`src/rtl/vid_reg_port_pkg.sv`:
```
package vid_reg_port_pkg;
  localparam int IDX_W  = 5;
  localparam int BYTE_W = 8;
  localparam int ADDR_W = 2 * BYTE_W;
  localparam int EVT_W  = 6;
  localparam int STEP_W = 2;

  localparam logic [1:0] OFS_INDEX = 2'd0;
  localparam logic [1:0] OFS_LO    = 2'd2;
  localparam logic [1:0] OFS_HI    = 2'd3;

  localparam logic [IDX_W-1:0] REG_WPTR    = 5'h00;
  localparam logic [IDX_W-1:0] REG_RPTR    = 5'h01;
  localparam logic [IDX_W-1:0] REG_DATA    = 5'h02;
  localparam logic [IDX_W-1:0] REG_CTRL    = 5'h05;
  localparam logic [IDX_W-1:0] REG_CPYCTL  = 5'h0F;
  localparam logic [IDX_W-1:0] REG_CPYLEN  = 5'h12;
  localparam logic [IDX_W-1:0] REG_SPRBASE = 5'h13;

  localparam int EVT_SPRDONE = 3;

  typedef struct packed {
    logic             wrLo;
    logic             wrHi;
    logic             rdLo;
    logic             rdHi;
    logic             rdStat;
    logic [IDX_W-1:0] idx;
  } portStrobe_t;
endpackage

```
`src/rtl/vidRegPortCtrl.sv`:
```
module vidRegPortCtrl
  import vid_reg_port_pkg::*;
(
  input  logic             clk,
  input  logic             rst_n,
  input  logic [1:0]       portOfs,
  input  logic             wrEn,
  input  logic             rdEn,
  input  logic [IDX_W-1:0] wrIdx,
  output portStrobe_t      strobe
);
  logic [IDX_W-1:0] idxReg;

  // index register: only the low bits of the byte survive
  always_ff @(posedge clk) begin
    if (!rst_n)                            idxReg <= '0;
    else if (wrEn && portOfs == OFS_INDEX) idxReg <= wrIdx;
  end

  // offset 1 decodes to no strobe at all
  always_comb begin
    strobe.idx    = idxReg;
    strobe.wrLo   = wrEn && (portOfs == OFS_LO);
    strobe.wrHi   = wrEn && (portOfs == OFS_HI);
    strobe.rdLo   = rdEn && !wrEn && (portOfs == OFS_LO);
    strobe.rdHi   = rdEn && !wrEn && (portOfs == OFS_HI);
    strobe.rdStat = rdEn && !wrEn && (portOfs == OFS_INDEX);
  end
endmodule

```
`src/rtl/vidRegPortData.sv`:
```
module vidRegPortData
  import vid_reg_port_pkg::*;
(
  input  logic              clk,
  input  logic              rst_n,
  input  portStrobe_t       strobe,
  input  logic [BYTE_W-1:0] wrData,
  output logic [BYTE_W-1:0] rdData,
  input  logic [EVT_W-1:0]  evtIn,
  output logic              ramWrReq,
  input  logic              ramReady,
  output logic [ADDR_W-1:0] ramWrAddr,
  output logic [ADDR_W-1:0] ramWrData,
  output logic [ADDR_W-1:0] ramRdAddr,
  input  logic [ADDR_W-1:0] ramRdWord,
  output logic              dmaStart
);
  logic [ADDR_W-1:0] wrPtr, rdPtr, step;
  logic [BYTE_W-1:0] dataLo;
  logic [3:0]        evtEn;
  logic [1:0]        cpyEn;
  logic [STEP_W-1:0] stepSel;
  logic [EVT_W-1:0]  status, evMask, clrBits, setBits;

  // stride: 1, 32, 64, 128
  assign step   = (stepSel == '0) ? ADDR_W'(1) : (ADDR_W'(16) << stepSel);
  // control bit 3 drives status bit 5, copy-control drives bits 3/4
  assign evMask = {evtEn[3], cpyEn[1], cpyEn[0], evtEn[2:0]};

  assign ramWrAddr = wrPtr;
  assign ramRdAddr = rdPtr;

  always_comb begin
    clrBits = strobe.rdStat ? (status & evMask) : '0;
    setBits = evtIn;
    if (strobe.wrHi && strobe.idx == REG_SPRBASE) setBits[EVT_SPRDONE] = 1'b1;
  end

  always_comb begin
    rdData = '0;
    if (strobe.rdStat) rdData = BYTE_W'(status & evMask);
    if (strobe.rdLo)   rdData = ramRdWord[BYTE_W-1:0];
    if (strobe.rdHi)   rdData = ramRdWord[ADDR_W-1:BYTE_W];
  end

  always_ff @(posedge clk) begin
    if (!rst_n) begin
      wrPtr <= '0; rdPtr <= '0; dataLo <= '0; evtEn <= '0; cpyEn <= '0;
      stepSel <= '0; status <= '0; ramWrReq <= 1'b0; ramWrData <= '0;
      dmaStart <= 1'b0;
    end else begin
      dmaStart <= 1'b0;
      status   <= (status & ~clrBits) | setBits;
      if (ramWrReq && ramReady) begin
        ramWrReq <= 1'b0;
        wrPtr    <= wrPtr + step;               // wraps mod 2^16
      end
      if (strobe.rdHi) rdPtr <= rdPtr + step;
      if (strobe.wrLo) begin
        case (strobe.idx)
          REG_WPTR:   wrPtr[BYTE_W-1:0] <= wrData;
          REG_RPTR:   rdPtr[BYTE_W-1:0] <= wrData;
          REG_DATA:   dataLo <= wrData;
          REG_CTRL:   evtEn <= wrData[3:0];
          REG_CPYCTL: cpyEn <= wrData[1:0];
          default: ;
        endcase
      end
      if (strobe.wrHi) begin
        case (strobe.idx)
          REG_WPTR: wrPtr[ADDR_W-1:BYTE_W] <= wrData;
          REG_RPTR: rdPtr[ADDR_W-1:BYTE_W] <= wrData;
          REG_DATA: begin
            ramWrReq  <= 1'b1;
            ramWrData <= {wrData, dataLo};
          end
          REG_CTRL:   stepSel <= wrData[4:3];
          REG_CPYLEN: dmaStart <= 1'b1;
          default: ;
        endcase
      end
    end
  end

  AST_WR_HOLD: assert property (@(posedge clk) disable iff (!rst_n)
    ramWrReq && !ramReady |=> ramWrReq && $stable(ramWrAddr) && $stable(ramWrData));

  AST_WR_STEP: assert property (@(posedge clk) disable iff (!rst_n)
    ramWrReq && ramReady && !strobe.wrLo && !strobe.wrHi |=>
      (ADDR_W'(ramWrAddr - $past(ramWrAddr)) inside {16'd1, 16'd32, 16'd64, 16'd128}));

  AST_RD_STEP: assert property (@(posedge clk) disable iff (!rst_n)
    strobe.rdHi |=>
      (ADDR_W'(ramRdAddr - $past(ramRdAddr)) inside {16'd1, 16'd32, 16'd64, 16'd128}));

  AST_DMA_PULSE: assert property (@(posedge clk) disable iff (!rst_n)
    dmaStart |=> !dmaStart);

  AST_STAT_CLR: assert property (@(posedge clk) disable iff (!rst_n)
    strobe.rdStat && evtIn == '0 |=> (status & $past(status & evMask)) == '0);
endmodule

```
`src/rtl/vidRegPort.sv`:
```
module vidRegPort
  import vid_reg_port_pkg::*;
(
  input  logic        clk,
  input  logic        rst_n,
  input  logic [1:0]  portOfs,
  input  logic        wrEn,
  input  logic        rdEn,
  input  logic [7:0]  wrData,
  output logic [7:0]  rdData,
  input  logic [5:0]  evtIn,
  output logic        ramWrReq,
  input  logic        ramReady,
  output logic [15:0] ramWrAddr,
  output logic [15:0] ramWrData,
  output logic [15:0] ramRdAddr,
  input  logic [15:0] ramRdWord,
  output logic        dmaStart
);
  portStrobe_t strobe;

  vidRegPortCtrl uCtrl (
    .clk     (clk),
    .rst_n   (rst_n),
    .portOfs (portOfs),
    .wrEn    (wrEn),
    .rdEn    (rdEn),
    .wrIdx   (wrData[IDX_W-1:0]),
    .strobe  (strobe)
  );

  vidRegPortData uData (
    .clk       (clk),
    .rst_n     (rst_n),
    .strobe    (strobe),
    .wrData    (wrData),
    .rdData    (rdData),
    .evtIn     (evtIn),
    .ramWrReq  (ramWrReq),
    .ramReady  (ramReady),
    .ramWrAddr (ramWrAddr),
    .ramWrData (ramWrData),
    .ramRdAddr (ramRdAddr),
    .ramRdWord (ramRdWord),
    .dmaStart  (dmaStart)
  );
endmodule

```
`config.mk`:
```
export PLATFORM = sky130hd
export DESIGN_NAME = vidRegPort
export DESIGN_NICKNAME = d
export VERILOG_FILES = /design/src/rtl/vid_reg_port_pkg.sv /design/src/rtl/vidRegPortCtrl.sv /design/src/rtl/vidRegPortData.sv /design/src/rtl/vidRegPort.sv
export SDC_FILE = /design/constraint.sdc
export NUM_CORES = 1
export LEC_CHECK = 0
export BUFFER_PORTS_ARGS = -buffer_cell sky130_fd_sc_hd__buf_2
export CORE_ASPECT_RATIO = 0.9
export CORE_MARGIN = 3
export CORE_UTILIZATION = 49
export CTS_CLUSTER_SIZE = 24
export DETAILED_ROUTE_END_ITERATION = 6
export PLACE_DENSITY = 0.86
export SYNTH_ARGS = -nofsm -noshare
export SYNTH_HDL_FRONTEND = slang
export SYNTH_HIERARCHICAL = 1
export SYNTH_SLANG_ARGS = --single-unit
```
`constraint.sdc`:
```
create_clock -name clk -period 2.05 [get_ports clk]
set_clock_uncertainty 0.05 [all_clocks]
set_input_delay 0.1025 -clock clk [delete_from_list [all_inputs] [get_ports clk]]
set_output_delay 0.1025 -clock clk [all_outputs]
set_load 0.03 [all_outputs]
```
Word level (Yosys, flattened, before mapping)
Cells that the tools add are included.
{ "word_totals": {"register_bits": 77, "elab_cells": 66, "output_inout_bits": 58, "in_bits": 37} }
{ "op_classes": {"reduce_logical": 19, "shift": 1, "addsub": 2, "n_mux": 20, "eq_ne": 8, "n_bitwise": 5} }
{ "ops": {"columns": ["operator", "count"], "rows": [
  ["two-way mux 8 bit", 11],
  ["two-way mux 16 bit", 3],
  ["adder 16 bit", 2],
  ["bitwise AND 6 bit", 3],
  ["left shift 5 x 2 -> 16 bit (first input constant)", 1],
  ["AND reduction 2 bit", 6],
  ["== test 5 bit (second input constant)", 2],
  ["logical AND 1 bit", 9],
  ["two-way mux 6 bit", 1],
  ["NOT 6 bit", 1],
  ["OR 6 bit", 1],
  ["== test 5 x 1 -> 1 bit (second input constant)", 1],
  ["== test 5 x 2 -> 1 bit (second input constant)", 1],
  ["== test 5 x 3 -> 1 bit (second input constant)", 1],
  ["== test 5 x 4 -> 1 bit (second input constant)", 1],
  ["zero test 5 bit", 1],
  ["two-way mux 1 bit", 5],
  ["== test 2 bit (second input constant)", 2],
  ["zero test 2 bit", 2],
  ["zero test 1 bit", 1]
]} }

Depth between registers and ports, before layout
Gate-level depths: netlist of run 1.
{ "logic_depth": {"depth_word": 7, "ltp_mapped": 9} }

By module
Netlist of run 1, hierarchy kept.
{ "modules_own_cells": {"columns": ["module", "cells_per_inst", "instances", "area_each_um2"], "rows": [
  ["vidRegPortData", 495, 1, 3965.1],
  ["vidRegPortCtrl", 29, 1, 254.0]
]} }

Least setup slack after synthesis of run 1
OpenSTA, ideal clock, no wires.
{ "synth_timing": {"path_kind": "reg-to-reg", "from": "register uData.stepSel[0]", "to": "register uData.wrPtr[6] (netlist: uData/ramWrAddr[6])", "synth_period_minus_slack_ps": 2091, "arrival_time_ps": 1949, "n_path_buf": 0, "t_required_ps": 1909, "stages_incl_launch_ff": 8, "path_slack_ps": -41, "path_cell_list": "dfxtp_1 > nor2b_1 > ha_1 > and4_4 > a21oi_1 > nor2_1 > or4_1 > a311oi_1"} }
{ "synth_between": {"elab_chain_len": 6} }
{ "synth_lines": {"columns": ["element", "line_no", "source"], "rows": [
  ["start, declared", "vidRegPortData.sv:22", "logic [STEP_W-1:0] stepSel;"],
  ["start signal, assigned", "vidRegPortData.sv:77", "REG_CTRL: stepSel <= wrData[4:3];"],
  ["left shift 5 x 2 -> 16 bit / zero test 2 bit (equally long branches)", "vidRegPortData.sv:26", "assign step = (stepSel == '0) ? ADDR_W'(1) : (ADDR_W'(16) << stepSel);"],
  ["two-way mux 16 bit (*)", "vidRegPortData.sv:26", null],
  ["adder 16 bit (*)", "vidRegPortData.sv:56", "wrPtr <= wrPtr + step;"],
  ["two-way mux 16 bit (*)", "vidRegPortData.sv:54", "if (ramWrReq && ramReady) begin"],
  ["two-way mux 8 bit", "vidRegPortData.sv:60", "case (strobe.idx)"],
  ["two-way mux 8 bit (*)", "vidRegPortData.sv:59", "if (strobe.wrLo) begin"],
  ["end signal, assigned", "vidRegPortData.sv:56", null],
  ["end signal, assigned by index", "vidRegPortData.sv:61", "REG_WPTR: wrPtr[BYTE_W-1:0] <= wrData;"],
  ["end signal, assigned by index", "vidRegPortData.sv:71", "REG_WPTR: wrPtr[ADDR_W-1:BYTE_W] <= wrData;"],
  ["end, declared", "vidRegPortData.sv:18", "logic [ADDR_W-1:0] wrPtr, rdPtr, step;"]
]} }
Mark *: on every way between the ends. The rest lies on a longest branch, timed or not.
A chain may end at the register's enable or synchronous reset.

Worst setup path after layout of run 1
{ "layout_timing": {"from": "register uData.stepSel[1]", "to": "register uData.rdPtr[6] (netlist: uData/ramRdAddr[6])"} }
{ "layout_between": {"elab_chain_len": 6} }
{ "layout_lines": {"columns": ["element", "line_no", "source"], "rows": [
  ["left shift 5 x 2 -> 16 bit / zero test 2 bit (equally long branches)", "vidRegPortData.sv:26", null],
  ["two-way mux 16 bit (*)", "vidRegPortData.sv:26", null],
  ["adder 16 bit (*)", "vidRegPortData.sv:58", "if (strobe.rdHi) rdPtr <= rdPtr + step;"],
  ["two-way mux 16 bit (*)", "vidRegPortData.sv:58", null],
  ["two-way mux 8 bit", "vidRegPortData.sv:60", null],
  ["two-way mux 8 bit (*)", "vidRegPortData.sv:59", null],
  ["end signal, assigned", "vidRegPortData.sv:58", null],
  ["end signal, assigned by index", "vidRegPortData.sv:62", "REG_RPTR: rdPtr[BYTE_W-1:0] <= wrData;"],
  ["end signal, assigned by index", "vidRegPortData.sv:72", "REG_RPTR: rdPtr[ADDR_W-1:BYTE_W] <= wrData;"],
  ["end, declared", "vidRegPortData.sv:18", null]
]} }
Marked as above.

==> flow_metrics.env, run 1 <==
export IMPL_status="finished, violations left"
export IMPL_violations="setup timing"
export IMPL_cts_buffers=9
export IMPL_fp_dieH_um=94.0
export IMPL_critPathSlowestCell="o311ai_0"
export IMPL_place_inst=736
export IMPL_whs_ps=37.3
export IMPL_ys_seq_elements=77
export IMPL_p_per_area_mw_per_mm2=579
export IMPL_critPathKind="reg2reg"
export IMPL_first_global_vias=4288
export IMPL_yosysTopAreaCell="dfxtp_1"
export IMPL_final_cells=765
export IMPL_cts_root_buf="clkbuf_8"
export IMPL_syn_area_per_cell_um2=8.05
export IMPL_vias_per_cell=6.00
export IMPL_tritoncts="yes"
export IMPL_critPathMaxStageDelay_ps=450
export IMPL_met1_usage_pct=31.8
export IMPL_layout_setup_ws_ps=-78.4
export IMPL_htreeDepth=3
export IMPL_cap_violations=0
export IMPL_clk_pin_slew_ps=90
export IMPL_wire_per_inst_um=17.0
export IMPL_synth_area_leaders="dfxtp_1 (37%), nand2_1 (9.2%), a21oi_1 (6.5%)"
export IMPL_area_growth_pct=29.4
export IMPL_syn_area_mm2=0.00422
export IMPL_ant_nets=0
export IMPL_coreArea_mm2=0.00822
export IMPL_finalSetupViolations=5
export IMPL_maxSlewHeadroom_pct=56.9
export IMPL_synth_top_area_share_pct=36.5
export IMPL_cp_max_fo=4
export IMPL_dpl_hpwl_mm=8.81
export IMPL_rsz0062_at_grt="yes"
export IMPL_cts_sinks=77
export IMPL_postSynthCellCount=524
export IMPL_grtUsageMet3_pct=5.36
export IMPL_drc=0
export IMPL_drt_iter0_markers=347
export IMPL_die_area_mm2=0.00976
export IMPL_nets=690
export IMPL_drt_wl_total_mm=13.0
export IMPL_start_util_pct=51.3
export IMPL_syn_nets=569
export IMPL_synth_ff_type="dfxtp_1"
export IMPL_synth_yosys_warnings=6
export IMPL_io_buffers=94
export IMPL_num_rows=31
export IMPL_grt_antenna_before_repair=0
export IMPL_max_slew_worst_pin_slew_ps=646
export IMPL_drive_gt1_share_pct=31.4
export IMPL_utilization_pct=66.4
export IMPL_cp_start_kind="flip-flop"
export IMPL_leakagePower_uw=0.00215
export IMPL_top_usage_layer="met2"
export IMPL_yosysUniqueCellTypes=65
export IMPL_arrival_ps=2360
export IMPL_hold_class="in2reg"
export IMPL_crit_chain="nor2_2, ha_2, ha_2, nand2_1, o311ai_0, a31oi_1, xnor2_1, a211oi_2"
export IMPL_met2_usage_pct=43.0
export IMPL_grt_max_degree=31
export IMPL_vias=4592
export IMPL_clock_path_buffers=2
export IMPL_die_x_um=104
export IMPL_clock_latency_ps=350
export IMPL_grt_use_total_pct=25.5
export IMPL_yosysSeqAreaShare_pct=36.5
export IMPL_drtPass1Iterations=6
export IMPL_antenna_cells=0
export IMPL_end_kind="flip-flop"
export IMPL_period_needed_ps=2130
export IMPL_finalHoldViolCount=0
export IMPL_crit_required_ps=2280
export IMPL_gp_congestion=0.915
export IMPL_grt_overflow_total=0
export IMPL_grt_pass1_wl_mm=20.2
export IMPL_period_share_pct=104
export IMPL_async_flop_share_pct=0
export IMPL_fmax_ghz=0.470
export IMPL_ir_drop_mv=0.370
export IMPL_crit_top_cell="ha_2"
export IMPL_synth_edf_count=0
export IMPL_boundaryPins=95
export IMPL_place_ws_ps=-112
export IMPL_slew_violations=0
[stage by stage]
step	area (um2)	power [uW]	TNS, ps
2_1_floorplan	4220	1760	0
3_3_place_gp	4960	1870	-59.0
3_5_place_dp	4960	1880	-451
4_1_cts	5340	3160	-5.60
5_1_grt	5460	3280	-1220
6_report	5460	3160	-194
[power breakdown]
group          switching, uW  leakage, uW  internal [uW]
Sequential              31.3     0.000626           1520
Combinational            200      0.00142            123
Clock                    597     0.000106            689
[worst paths after layout]
path / startpoint / end / slack, ps / cells after the start
hold reg to reg: uData/dataLo[5] / uData/ramWrData[5] / 400 / 2
setup / recovery: uData/stepSel[1] / uData/ramRdAddr[6] / -80 / 8
hold / removal: wrData[7] / uData/dataLo[7] / 40 / 3
setup reg to reg: uData/stepSel[1] / uData/ramRdAddr[6] / -80 / 8
[cells in the mapped netlist (all sizes together), types with 2 or more instances]
master     n
o21ai     24
nand3     16
or4        4
xor2      15
a311oi     6
nand2    103
nand3b     3
buf       12
dfxtp     77
ha         8
a211oi    13
nor2      40
or3        6
a41oi      4
nand2b     5
o211ai     5
o2111ai    4
a2111oi    3
a21oi     55
and2       7
mux2i     16
a31oi      5
or2        2
inv        5
nand4     11
a22o       2
and3b      2
nor3b      9
o31ai      3
nand4b     2
o311ai     2
nor2b      3
and4       3
o22ai      2
and3       7
nor4       2
nor3       8
clkbuf    21
[sequential cells by signal, summed over array words and instances, names as in the netlist, 2 cells and up]
signal           count
uData/dataLo         8
uData/stepSel        2
uData/evtEn          4
uCtrl/idxReg         5
uData/cpyEn          2
uData/status         6
uData/ramWrAddr     16
uData/ramRdAddr     16
uData/ramWrData     16
[critical path, delay by kind of cell, from the launching register on]
kind	cells	cell delay, ps
AND/OR/NAND/NOR	2	280
AO/OA/AOI/OAI	3	780
adder cells (fa/ha/maj)	2	430
flip-flops	1	380
XOR/XNOR	1	160
[layout by cell type, fill, tap and decap left out, types with 3 or more instances in the layout]
| cell | synthesis | routed |
|---|---|---|
| nand3_1 | 16 | 15 |
| o211ai_1 | 5 | 5 |
| nor3_1 | 7 | 6 |
| a211oi_2 | 6 | 6 |
| and2_1 | 6 | 5 |
| or4_1 | 4 | 3 |
| nand3b_1 | 3 | 3 |
| a21oi_1 | 55 | 53 |
| a31oi_1 | 5 | 5 |
| clkbuf_8 | 0 | 9 |
| dfxtp_1 | 77 | 74 |
| nor3b_1 | 7 | 7 |
| o21ai_0 | 23 | 21 |
| xor2_1 | 15 | 15 |
| nand2b_1 | 5 | 5 |
| or3_1 | 6 | 5 |
| nand4_1 | 11 | 11 |
| a2111oi_2 | 3 | 3 |
| and3_1 | 6 | 5 |
| dlygate4sd3_1 | 0 | 7 |
| a311oi_2 | 2 | 3 |
| nor2_1 | 40 | 37 |
| ha_1 | 8 | 3 |
| nand2_1 | 103 | 103 |
| ha_4 | 0 | 3 |
| buf_2 | 4 | 94 |
| a211oi_1 | 6 | 6 |
| mux2i_1 | 16 | 16 |
| inv_1 | 5 | 4 |
| nor2_2 | 0 | 3 |
| buf_4 | 1 | 40 |
[final cells by class]
cell class                 instances  area, um2
fill                             685       2760
multi-input combinational        409       2650
sequential                        77       1550
timing repair buffer             143        872
tap                              115        144
clock buffer                       9        124
clock inverter                     7       97.6
inverter                           5       18.8
[routing by layer]
layer  wire, um  vias to the layer above
li1           -                     2135
met1       5240                     2159
met2       6140                      244
met3       1230                       54
met4        429                        0
met5          0                        -
[repair_timing]
| item | in CTS | in global routing |
|---|---|---|
| setup buffers | 3 | 3 |
| endpoints found under the setup margin | 14 | 19 |
| endpoints found under the hold margin | 7 | 0 |
| pin swaps | 8 | 15 |
| resized for setup | 11 | 22 |
| gates cloned | 0 | 0 |
| hold buffers | 7 | 0 |
[cell families (layout without fill, tap and decap cells)]
logic type      Yosys count  in the layout  synth area share (%)
mux                      16             16                  3.80
flops                    77             77                  36.5
xor+xnor                 16             16                  3.32
fa+ha+maj                 8              8                  2.37
buf+inv                  38            164                  4.30
compound gates          136            136                  22.4
simple gates            233            233                  27.3
Power figures use the tool's default switching activity.
==> run 2, diff against run 1 <==
- CORE_ASPECT_RATIO: 0.9 -> unset
- SETUP_SLACK_MARGIN: unset -> 0.2
==> flow_metrics.env, run 2 (synthesized netlist as in run 1, its figures left out) <==
export IMPL_ir_drop_mv=0.412
export IMPL_holdPathEnd="uData/ramWrData[14]"
export IMPL_start_util_pct=50.8
export IMPL_multi_input_area_mm2=0.00278
export IMPL_status="finished, violations left"
export IMPL_critPathKind="reg2reg"
export IMPL_layout_common_cells="nand2_1 (102), buf_2 (94), dfxtp_1 (72)"
export IMPL_nets=690
export IMPL_leakagePower_uw=0.00218
export IMPL_htreeDepth=3
export IMPL_grt_max_degree=55
export IMPL_clock_power_share_pct=36.4
export IMPL_hold_class="in2reg"
export IMPL_period_share_pct=101
export IMPL_grt_antenna_before_repair=1
export IMPL_num_rows=33
export IMPL_drt_iter0_markers=302
export IMPL_boundaryPins=95
export IMPL_cts_buffers=9
export IMPL_die_x_um=98.8
export IMPL_cap_violations=0
export IMPL_drive_gt1_share_pct=33.1
export IMPL_gp_congestion=0.913
export IMPL_drc=0
export IMPL_grt_pass1_wl_mm=20.1
export IMPL_timing_rr_start="uData/stepSel[0]"
export IMPL_maxUsedRoutingLayer="met5"
export IMPL_layout_setup_ws_ps=-21.7
export IMPL_vias_per_cell=6.01
export IMPL_fp_dieH_um=98.8
export IMPL_maxSlewHeadroom_pct=54.2
export IMPL_tns_ps=-34.2
export IMPL_violations="setup timing"
export IMPL_fillerInstances=667
export IMPL_grt_use_total_pct=25.6
export IMPL_arrival_ps=2240
export IMPL_place_area_mm2=0.00503
export IMPL_end_kind="flip-flop"
export IMPL_clk_pin_slew_ps=90
export IMPL_antenna_cells=0
export IMPL_clock_path_buffers=2
export IMPL_final_cells=755
export IMPL_p_per_area_mw_per_mm2=533
export IMPL_period_needed_ps=2070
export IMPL_finalSetupViolations=3
export IMPL_r2r_slack_ps=-20
export IMPL_die_area_mm2=0.00976
export IMPL_wl_met1_mm=5.30
export IMPL_place_inst=721
export IMPL_grt_overflow_total=0
export IMPL_slew_violations=0
export IMPL_p_int_uw=2100
export IMPL_dpl_hpwl_mm=8.83
export IMPL_wl_met2_mm=6.33
export IMPL_cp_start_kind="flip-flop"
export IMPL_vias=4536
export IMPL_coreArea_mm2=0.00830
export IMPL_p_comb_share_pct=11.1
export IMPL_drtPass1Iterations=5
export IMPL_r2r_cells=7
export IMPL_first_global_vias=4182
export IMPL_route_met3_wl_um=884
export IMPL_wire_per_inst_um=17.1
export IMPL_fmax_ghz=0.483
export IMPL_max_slew_worst_pin_slew_ps=687
export IMPL_crit_required_ps=2220
export IMPL_stdcell_area_mm2=0.00554
export IMPL_r2r_end="uData/ramWrAddr[8]"
export IMPL_clock_latency_ps=350
export IMPL_finalHoldViolCount=0
export IMPL_tritoncts="yes"
export IMPL_finalPower_uw=2950
export IMPL_swShare_pct=29.0
export IMPL_mostFrequentLayoutCell="nand2_1"
export IMPL_min_delay_path_depth=3
export IMPL_rsz0062_at_grt="yes"
export IMPL_cp_max_fo=6
export IMPL_drt_wl_total_mm=12.9
export IMPL_area_growth_pct=31.3
export IMPL_pwr_share_seq_pct=52.5
export IMPL_io_buffers=94
export IMPL_seq_area_mm2=0.00155
export IMPL_crit_start="uData/stepSel[0]"
export IMPL_p_sw_uw=856
export IMPL_ant_nets=0
export IMPL_cts_sinks=77
export IMPL_cts_root_buf="clkbuf_8"
export IMPL_min_delay_start="wrData[6]"
[run 2: cell count changes in the layout (fill, tap and decap cells not counted), moves of 3 or more]
| cell | change |
|---|---|
| ha_1 | -3 |
| ha_4 | +3 |
| nand3_1 | -4 |
| nand3_2 | +4 |
[run 2: timing repair]
action | 4_1_cts | 5_1_grt
pin swaps | 17 | 18
setup buffers | 8 | 3
resized for setup | 23 | 14
hold buffers | 7 | 0
endpoints found under the setup margin | 20 | 21
endpoints found under the hold margin | 7 | 0
[run 2: per-stage QoR]
| step | hold slack (ps) | setup WS (ps) | utilization (%) |
|---|---|---|---|
| after global placement | 260 | -25.2 | 60.6 |
| after global routing | 13.1 | -99.0 | 66.7 |
| after CTS | 12.6 | 6.08 | 65.8 |
| final | 21.4 | -21.7 | 66.7 |
| after detailed placement | 270 | -62.1 | 60.6 |
| after floorplan | 170 | 64.1 | - |
[run 2: cell type report]
class / instances / share of cell area, %
clock buffer: 9 / 2.24
clock inverter: 7 / 0.971
inverter: 5 / 0.339
multi-input combinational: 409 / 50.2
sequential: 77 / 28.0
tap: 105 / 2.37
timing repair buffer: 143 / 15.9
[run 2: per-layer routing]
metal | up-vias | global-route usage (%)
met5 | - | 0
met4 | 2 | 10.9
met3 | 37 | 5.38
met2 | 204 | 42.3
met1 | 2154 | 32.3
li1 | 2139 | -
[run 2: how the worst max path moves through the flow]
stage	endpoint	slack, ps	cells after the start
2_1_floorplan	uData/ramWrAddr[8]	60	8
3_3_place_gp	uData/ramWrAddr[12]	-30	7
3_5_place_dp	uData/ramWrAddr[12]	-60	7
4_1_cts	uData/ramWrAddr[12]	6	7
5_1_grt	uData/ramWrAddr[12]	-100	6
6_report	uData/ramWrAddr[8]	-20	7
[run 2: critical path, cell delays in order, from the launching register on]
cell and delay (ps):
dfxtp_4 370, nor2b_4 170, ha_4 210, and4_4 220, a211oi_4 380, nor2_1 110
a2111oi_2 330, a211oi_1 90
[run 2: power by group through the flow]
stage / Clock (uW) / Combinational, uW / Sequential, uW
floorplan: 0 / 151 / 1610
global placement: 0 / 294 / 1580
detailed placement: 0 / 302 / 1580
CTS: 1090 / 320 / 1550
global route: 1170 / 351 / 1550
finish: 1080 / 328 / 1550
